<file path="src/rtl/lcdfi_pkg.sv">
package lcdfi_pkg;

  typedef enum logic {
    WAVE_A = 1'b0,
    WAVE_B = 1'b1
  } wave_e;

  localparam int FLAG_IRQ  = 0;
  localparam int FLAG_WERR = 1;
  localparam int NUM_FLAGS = 2;

  // Writes are windowed only for balanced drive with a multiplexed common count
  function automatic logic writes_gated(input wave_e wave, input logic [1:0] mux);
    return (wave == WAVE_B) && (mux != 2'b00);
  endfunction

  // Next value of the window down-counter; restart beats load beats decrement
  function automatic int unsigned win_step(input int unsigned cnt, input logic load,
                                           input logic restart, input int unsigned len);
    if (restart)      return 0;
    else if (load)    return len;
    else if (cnt > 0) return cnt - 1;
    else              return 0;
  endfunction

endpackage

</file>
<file path="src/rtl/lcdfi_activity.sv">
module lcdfi_activity (
  input  logic clk,
  input  logic rst_n,
  input  logic active_i,
  output logic shut_evt_o,
  output logic wake_evt_o
);

  logic act_q;

  always_ff @(posedge clk or negedge rst_n) begin
    if (!rst_n) act_q <= 1'b0;
    else        act_q <= active_i;
  end

  assign shut_evt_o = act_q & ~active_i;
  assign wake_evt_o = ~act_q & active_i;

endmodule

</file>
<file path="src/rtl/lcdfi_phase.sv">
module lcdfi_phase (
  input  logic clk,
  input  logic rst_n,
  input  logic restart_i,
  input  logic gated_i,
  input  logic active_i,
  input  logic frame_start_i,
  input  logic access_done_i,
  output logic frame_evt_o
);

  logic phase_q;

  always_ff @(posedge clk or negedge rst_n) begin
    if (!rst_n)             phase_q <= 1'b0;
    else if (restart_i)     phase_q <= 1'b0;
    else if (frame_start_i) phase_q <= ~phase_q;
  end

  // Second frame of a pair has phase 0 (toggled twice since enable)
  assign frame_evt_o = gated_i & active_i & access_done_i & ~phase_q;

  assert_restart_even_R9: assert property (@(posedge clk) disable iff (!rst_n)
    restart_i |=> !phase_q);

  assert_toggle_on_frame_R2: assert property (@(posedge clk) disable iff (!rst_n)
    (frame_start_i && !restart_i) |=> (phase_q != $past(phase_q)));

endmodule

</file>
<file path="src/rtl/lcdfi_window.sv">
module lcdfi_window #(
  parameter int unsigned WIN_CYCLES = 6
) (
  input  logic clk,
  input  logic rst_n,
  input  logic restart_i,
  input  logic load_i,
  input  logic gated_i,
  output logic open_o
);
  import lcdfi_pkg::*;

  localparam int CW = $clog2(WIN_CYCLES + 1);

  logic [CW-1:0] cnt_q;
  logic [CW-1:0] cnt_d;

  assign cnt_d = CW'(win_step(int'(cnt_q), load_i, restart_i, WIN_CYCLES));

  always_ff @(posedge clk or negedge rst_n) begin
    if (!rst_n) cnt_q <= '0;
    else        cnt_q <= cnt_d;
  end

  assign open_o = ~gated_i | (cnt_q != '0);

  assert_open_after_event_R4: assert property (@(posedge clk) disable iff (!rst_n)
    (load_i && !restart_i) |=> open_o);

  assert_cnt_bound_R4: assert property (@(posedge clk) disable iff (!rst_n)
    int'(cnt_q) <= int'(WIN_CYCLES));

endmodule

</file>
<file path="src/rtl/lcdfi_flags.sv">
module lcdfi_flags #(
  parameter int AW = 5,
  parameter int DW = 8
) (
  input  logic          clk,
  input  logic          rst_n,
  input  logic          irq_set_i,
  input  logic          irq_clr_i,
  input  logic          werr_clr_i,
  input  logic          wr_req_i,
  input  logic          wr_open_i,
  input  logic [AW-1:0] wr_addr_i,
  input  logic [DW-1:0] wr_data_i,
  output logic          irq_flag_o,
  output logic          werr_flag_o,
  output logic          pix_we_o,
  output logic [AW-1:0] pix_addr_o,
  output logic [DW-1:0] pix_data_o
);
  import lcdfi_pkg::*;

  logic [NUM_FLAGS-1:0] set_v;
  logic [NUM_FLAGS-1:0] clr_v;
  logic [NUM_FLAGS-1:0] flag_q;
  logic                 accept;

  assign accept          = wr_req_i & wr_open_i;
  assign set_v[FLAG_IRQ]  = irq_set_i;
  assign set_v[FLAG_WERR] = wr_req_i & ~wr_open_i;
  assign clr_v[FLAG_IRQ]  = irq_clr_i;
  assign clr_v[FLAG_WERR] = werr_clr_i;

  for (genvar i = 0; i < NUM_FLAGS; i++) begin : g_flag
    always_ff @(posedge clk or negedge rst_n) begin
      if (!rst_n)        flag_q[i] <= 1'b0;
      else if (set_v[i]) flag_q[i] <= 1'b1;
      else if (clr_v[i]) flag_q[i] <= 1'b0;
    end

    assert_clear_R8: assert property (@(posedge clk) disable iff (!rst_n)
      (clr_v[i] && !set_v[i]) |=> !flag_q[i]);
  end

  always_ff @(posedge clk or negedge rst_n) begin
    if (!rst_n) begin
      pix_we_o   <= 1'b0;
      pix_addr_o <= '0;
      pix_data_o <= '0;
    end else begin
      pix_we_o <= accept;
      if (accept) begin
        pix_addr_o <= wr_addr_i;
        pix_data_o <= wr_data_i;
      end
    end
  end

  assign irq_flag_o  = flag_q[FLAG_IRQ];
  assign werr_flag_o = flag_q[FLAG_WERR];

  assert_irq_set_R1: assert property (@(posedge clk) disable iff (!rst_n)
    irq_set_i |=> irq_flag_o);

  assert_reject_R7: assert property (@(posedge clk) disable iff (!rst_n)
    (wr_req_i && !wr_open_i) |=> (werr_flag_o && !pix_we_o && $stable(pix_addr_o)));

  assert_accept_R6: assert property (@(posedge clk) disable iff (!rst_n)
    (wr_req_i && wr_open_i) |=> (pix_we_o && pix_data_o == $past(wr_data_i)));

endmodule

</file>
<file path="src/rtl/lcd_frame_irq.sv">
module lcd_frame_irq #(
  parameter int unsigned WIN_CYCLES = 6,
  parameter int          AW         = 5,
  parameter int          DW         = 8
) (
  input  logic          clk,
  input  logic          rst_n,
  input  logic          ctl_active,
  input  logic          wave_b,
  input  logic [1:0]    mux_sel,
  input  logic          frame_start,
  input  logic          access_done,
  input  logic          wr_req,
  input  logic [AW-1:0] wr_addr,
  input  logic [DW-1:0] wr_data,
  input  logic          irq_clr,
  input  logic          werr_clr,
  output logic          irq_flag,
  output logic          wr_window,
  output logic          werr_flag,
  output logic          pix_we,
  output logic [AW-1:0] pix_addr,
  output logic [DW-1:0] pix_data
);
  import lcdfi_pkg::*;

  logic shut_evt;
  logic wake_evt;
  logic frame_evt;
  logic gated;

  assign gated = writes_gated(wave_e'(wave_b), mux_sel);

  lcdfi_activity u_activity (
    .clk        (clk),
    .rst_n      (rst_n),
    .active_i   (ctl_active),
    .shut_evt_o (shut_evt),
    .wake_evt_o (wake_evt)
  );

  lcdfi_phase u_phase (
    .clk           (clk),
    .rst_n         (rst_n),
    .restart_i     (wake_evt),
    .gated_i       (gated),
    .active_i      (ctl_active),
    .frame_start_i (frame_start),
    .access_done_i (access_done),
    .frame_evt_o   (frame_evt)
  );

  lcdfi_window #(.WIN_CYCLES(WIN_CYCLES)) u_window (
    .clk       (clk),
    .rst_n     (rst_n),
    .restart_i (wake_evt),
    .load_i    (frame_evt),
    .gated_i   (gated),
    .open_o    (wr_window)
  );

  lcdfi_flags #(.AW(AW), .DW(DW)) u_flags (
    .clk         (clk),
    .rst_n       (rst_n),
    .irq_set_i   (shut_evt | frame_evt),
    .irq_clr_i   (irq_clr),
    .werr_clr_i  (werr_clr),
    .wr_req_i    (wr_req),
    .wr_open_i   (wr_window),
    .wr_addr_i   (wr_addr),
    .wr_data_i   (wr_data),
    .irq_flag_o  (irq_flag),
    .werr_flag_o (werr_flag),
    .pix_we_o    (pix_we),
    .pix_addr_o  (pix_addr),
    .pix_data_o  (pix_data)
  );

  assert_window_open_ungated_R5: assert property (@(posedge clk) disable iff (!rst_n)
    (!wave_b || mux_sel == 2'b00) |-> wr_window);

  assert_no_frame_irq_ungated_R3: assert property (@(posedge clk) disable iff (!rst_n)
    (!wave_b && !ctl_active && !irq_flag && !irq_clr && $past(!ctl_active)) |=> !irq_flag);

endmodule

</file>
<file path="config.mk">
export PLATFORM = sky130hd
export DESIGN_NAME = lcd_frame_irq
export DESIGN_NICKNAME = d
export VERILOG_FILES = /design/src/rtl/lcdfi_pkg.sv /design/src/rtl/lcdfi_activity.sv /design/src/rtl/lcdfi_phase.sv /design/src/rtl/lcdfi_window.sv /design/src/rtl/lcdfi_flags.sv /design/src/rtl/lcd_frame_irq.sv
export SDC_FILE = /design/constraint.sdc
export NUM_CORES = 1
export LEC_CHECK = 0
export CAP_MARGIN = 20
export CORE_UTILIZATION = 30
export CTS_BUF_LIST = sky130_fd_sc_hd__clkbuf_16
export CTS_CLUSTER_DIAMETER = 40
export DETAILED_ROUTE_END_ITERATION = 6
export DONT_BUFFER_PORTS = 1
export PLACE_DENSITY = 0.46
export SYNTH_ARGS = -nofsm -noshare
export SYNTH_HDL_FRONTEND = slang
export SYNTH_SLANG_ARGS = --single-unit
</file>
<file path="constraint.sdc">
create_clock -name clk -period 2.2 [get_ports clk]
set_clock_uncertainty 0.15 [all_clocks]
set_input_delay 0 -clock clk [delete_from_list [all_inputs] [get_ports clk]]
set_output_delay 0 -clock clk [all_outputs]
set_load 0.005 [all_outputs]
</file>
# --- After elaboration in Yosys (flattened, before gate mapping) ---
# Cells that the tools add are included.
classes:
  n_addsub: 1
  order_cmp: 1
  muxes: 9
  bitwise: 14
  n_reduce_logical: 6
ops:
  columns: ["cell", "count"]
  rows:
  - ["3-bit 2-to-1 mux", 3]
  - ["2-bit nonzero test", 4]
  - ["1-bit AND", 7]
  - ["1-bit 2-to-1 mux", 6]
  - ["1-bit inverter", 5]
  - ["3-bit by 1-bit > comparator with 1-bit output, second input constant", 1]
  - ["3-bit nonzero test", 1]
  - ["3-bit by 1-bit subtractor with 3-bit output, second input constant", 1]
  - ["1-bit bitwise OR", 2]
  - ["1-bit logical AND", 1]
word_totals:
  regBits: 21
  inputBits: 24
  elab_cells: 39

# --- Logic depth before layout (Yosys ltp) ---
logic_depth:
  word_depth: 7
  ltp_mapped: 6

# --- Modules after synthesis ---
# A second synthesis with hierarchy kept.
unflattened:
  cells_unflattened: 61
  hier_area_um2: 875.8
by_module_without_submodules:
  columns: ["module", "instances", "cells_each", "area_per_inst_um2", "seq_area_each_um2"]
  rows:
  - ["lcdfi_flags", 1, 37, 626.9, 400.4]
  - ["lcdfi_window", 1, 15, 147.6, 75.1]
  - ["lcdfi_phase", 1, 4, 47.5, 25.0]
  - ["lcdfi_activity", 1, 3, 40.0, 25.0]
  - ["lcd_frame_irq", 1, 2, 13.8, 0.0]

# --- Least setup slack after synthesis ---
# OpenSTA, ideal clock, no wires.
synth_timing:
  path_kind: "reg2reg"
  startpoint: "register u_window.cnt_q[0]"
  endpoint: "register u_flags.pix_addr_o[1]"
  setup_ns: 0.125
  t_arrival_ns: 1.414
  t_required_ns: 1.925
  slack_ns: 0.511
  path_stages_with_launch: 7
  path_buffers: 1
  synth_period_minus_slack_ns: 1.689
  path_cell_list: "dfrtp_1 nor2_1 ha_1 o211ai_4 nand2_4 buf_6 mux2_4"
synth_via:
  elab_chain_len: 3
synth_rtl:
  columns: ["item", "line_no", "rtl"]
  rows:
  - ["from (decl)", "lcdfi_window.sv:15", "logic [CW-1:0] cnt_q;"]
  - ["from (signal assigned)", "lcdfi_window.sv:22", "else cnt_q <= cnt_d;"]
  - ["3-bit nonzero test", "lcdfi_window.sv:25", "assign open_o = ~gated_i | (cnt_q != '0);"]
  - ["1-bit bitwise OR", "lcdfi_window.sv:25", null]
  - ["net wr_window", "lcd_frame_irq.sv:19", "output logic wr_window,"]
  - ["1-bit AND", "lcdfi_flags.sv:27", "assign accept = wr_req_i & wr_open_i;"]
  - ["to (signal assigned)", "lcdfi_flags.sv:52", "pix_addr_o <= wr_addr_i;"]
  - ["to (decl)", "lcdfi_flags.sv:17", "output logic [AW-1:0] pix_addr_o,"]
# The timed path passes the listed nets, and every way through them passes these cells.
# A chain may end at the register's enable or synchronous reset.

# --- Final worst setup path ---
layout_timing:
  startpoint: "register u_window.cnt_q[0]"
  endpoint: "register u_flags.pix_we_o"
layout_via:
  elab_chain_len: 3
layout_rtl:
  columns: ["item", "line_no", "rtl"]
  rows:
  - ["3-bit nonzero test", "lcdfi_window.sv:25", null]
  - ["1-bit bitwise OR", "lcdfi_window.sv:25", null]
  - ["1-bit AND", "lcdfi_flags.sv:27", null]
  - ["net u_flags.accept", "lcdfi_flags.sv:25", "logic accept;"]
  - ["to (signal assigned)", "lcdfi_flags.sv:50", "pix_we_o <= accept;"]
  - ["to (decl)", "lcdfi_flags.sv:16", "output logic pix_we_o,"]
# The timed path passes the listed nets, and every way through them passes these cells.

==> flow_summary.yaml <==
timing:
  finalSetupTns_ps: 0
  hold_viol_final: 0
  setup_viol: 0
  period_needed_ps: 2030
  layout_worst_path_cycle_share: 0.925
  slew_headroom: 0.774
  fmax_ghz: 0.492
  grt_setup_unrepaired: "false"
  tightest_slew_ps: 338
  slew_violations: 0
grt:
  grt_overflow: 0
  antenna_found_initial: 0
  grt_max_degree: 22
  grt_pass1_vias: 620
  grt_pass1_wl_mm: 2.86
  track_usage: 0.118
synth:
  synth_top_area_share: 0.594
  synth_warnings: 0
  synth_area_um2: 885
  synth.largest_area_cell: "dfrtp_1"
  ys_seq_elements: 21
  ys_seq_area_frac: 0.594
  synthArstFlopShare: 1.00
  synth_top_flop_cell: "dfrtp_1"
  synth.most_common_cell: "dfrtp_1"
  syn_nets: 87
  synth_cells: 61
  ys_types: 19
  synthTopCellsByCount: "21 x dfrtp_1, 9 x mux2_4, 8 x inv_1, 4 x mux2_2, 3 x nand2_1"
  synthTopCellsByArea: "dfrtp_1 59%, mux2_4 15%, mux2_2 5.1%"
  synth_edf_count: 0
  avgSynthCellArea_um2: 14.5
placed_design:
  port_buffers: 0
  dpl.cell_count: 91
  finalWeightedCongestion: 0.605
  placed_area_um2: 912
  hpwl_mm: 1.05
worst_setup_path:
  crit_family: "buffers and inverters"
  cp.arrival_ps: 2030
  crit_slowest_cell: "dlygate4sd3_1"
  critPathBufInv: 2
  path_cells: "nor2_1 > ha_1 > o211ai_4 > nand2_4 > dlygate4sd3_1 > inv_1"
  critPathLaunchType: "flip-flop"
  max_stage_delay_ps: 600
  cp_data_required_time_ps: 2200
  crit_fanout: 14
  path_class: "flip-flop to flip-flop"
  cp-end-kind: "flip-flop"
cts:
  hold_buffers: 26
  tritoncts: "yes"
  clock_sinks: 21
  cts_resized: 0
  clock_tree.buffer_depth: 2
  path_clk_slew_ps: 60
  post_cts_buffers: 0
  ctsHtreeMaxLevel: 1
  cts-root-buf: "clkbuf_16"
  numCtsBuffers: 3
  clk_latency_ps: 250
floorplan:
  die_x_um: 56.3
  row_count: 19
  die-area_um2: 3170
  core_area_um2: 2780
  initial_core_util: 0.318
  pin_count: 41
  die_h_um: 56.3
detailed_routing:
  totalWireLength_mm: 1.71
  vias_per_cell: 4.55
  route.vias.total: 560
  drt_pass1_iterations: 4
  ant_nets: 0
  drc_errors: 0
  drtIter0Drc: 3
  wl_per_cell_um: 13.9
finish:
  fin_cells: 123
  fin_nets: 119
  final_util: 0.464
  post-route-cell-area_um2: 1290
  n_antenna_cell: 0
  areaGrowthSynthToFinish_pct: 45.8
  drive_above_1_share: 0.217
power:
  total_leakage_power_nw: 0.593
  p_int_w: 0.000859
  power_density_nw_per_um2: 880
  switchingPower_w: 0.000276
  power.clock.fraction: 0.332
  p_sw_frac: 0.243
  pwr-share-seq: 0.464
  ir_worst_vdd_mv: 0.830
  comb_power_share: 0.204
status:
  status: "finished, final reports clean"
worst_hold_path:
  hold_class: "input port to flip-flop"
flow_run:
  max-cap-violations: 0
-- metrics by stage --
step / hold WS (ps) / power [W] / setup WS, ps
2_1_floorplan: -446 / 0.000673 / 511
3_3_place_gp: -445 / 0.000697 / 440
3_5_place_dp: -445 / 0.000701 / 397
4_1_cts: 124 / 0.00114 / 156
5_1_grt: 149 / 0.00119 / 63.0
6_report: 114 / 0.00113 / 166
-- flip-flops by register name, summed over array words and instances (netlist names) --
| signal | flops |
|---|---|
| u_flags.werr_flag_o | 1 |
| u_phase.phase_q | 1 |
| u_flags.pix_we_o | 1 |
| u_window.cnt_q | 3 |
| u_flags.pix_data_o | 8 |
| u_flags.irq_flag_o | 1 |
| u_flags.pix_addr_o | 5 |
| u_activity.act_q | 1 |
-- worst register-to-register path, cell delays in order (launching register included) --
cell	delay [ps]
dfrtp_1	390
nor2_1	170
ha_1	250
o211ai_4	120
nand2_4	220
dlygate4sd3_1	600
inv_1	40
-- placed cells by master (no fill, tap or decap) --
cell type,synthesis,final
a21oi_1,1,1
a31oi_1,1,1
buf_16,0,1
clkbuf_16,0,3
clkinv_2,0,1
dfrtp_1,21,21
dlygate4sd3_1,0,27
ha_1,2,2
inv_1,8,8
mux2_2,4,4
mux2_4,9,9
nand2_1,3,3
nand2_4,1,1
nor2_1,2,2
nor2b_1,1,1
nor4b_1,1,1
o211ai_4,1,1
o21ai_0,1,1
o221ai_1,1,1
o22ai_1,1,1
or3_1,1,1
xnor2_1,1,1
-- area by class of cell --
type                    instances  area [µm²]
fillers                       251        1490
flip-flops and latches         21         526
multi-input cells              31         318
repair buffers                 28         298
clock buffers                   3        75.1
well taps                      31        38.8
inverters                       8        30.0
clock inverters                 1        5.00
-- cell families (layout without fill, tap and decap cells) --
family          Yosys count  count (layout)  share of synthesized area
fa+ha+maj                 2               2                     0.0283
flops                    21              21                      0.594
compound gates            6               6                     0.0594
mux                      13              13                      0.204
xor+xnor                  1               1                    0.00990
buf+inv                   9              40                     0.0467
simple gates              9               9                     0.0580
-- path summary, 6_finish.rpt --
path,slack [ps],cells past startpoint,from,end
max,170,6,u_window.cnt_q[0],u_flags.pix_we_o
min,110,3,mux_sel[0],u_flags.pix_addr_o[0]
max reg2reg,170,6,u_window.cnt_q[0],u_flags.pix_we_o
min reg2reg,310,1,u_window.cnt_q[0],u_window.cnt_q[0]
max in group asynchronous,1030,3,rst_n,u_flags.pix_data_o[7]
min in group asynchronous,490,2,rst_n,u_flags.pix_data_o[3]
-- routing by layer --
| metal | vias to the layer above | wire length [µm] | track usage |
|---|---|---|---|
| met5 | - | 0 | 0 |
| met4 | 0 | 0 | 0.0209 |
| met3 | 0 | 123 | 0.0530 |
| met2 | 21 | 837 | 0.194 |
| met1 | 275 | 748 | 0.146 |
| li1 | 264 | - | - |
-- power groups by stage --
stage | registers, W | logic (W) | clock network, W
floorplan | 0.000517 | 0.000156 | 0
global placement | 0.000534 | 0.000163 | 0
detailed placement | 0.000533 | 0.000167 | 0
CTS | 0.000527 | 0.000227 | 0.000388
global route | 0.000535 | 0.000253 | 0.000399
finish | 0.000526 | 0.000232 | 0.000377
Note: power is estimated with default switching activity, not from simulation.
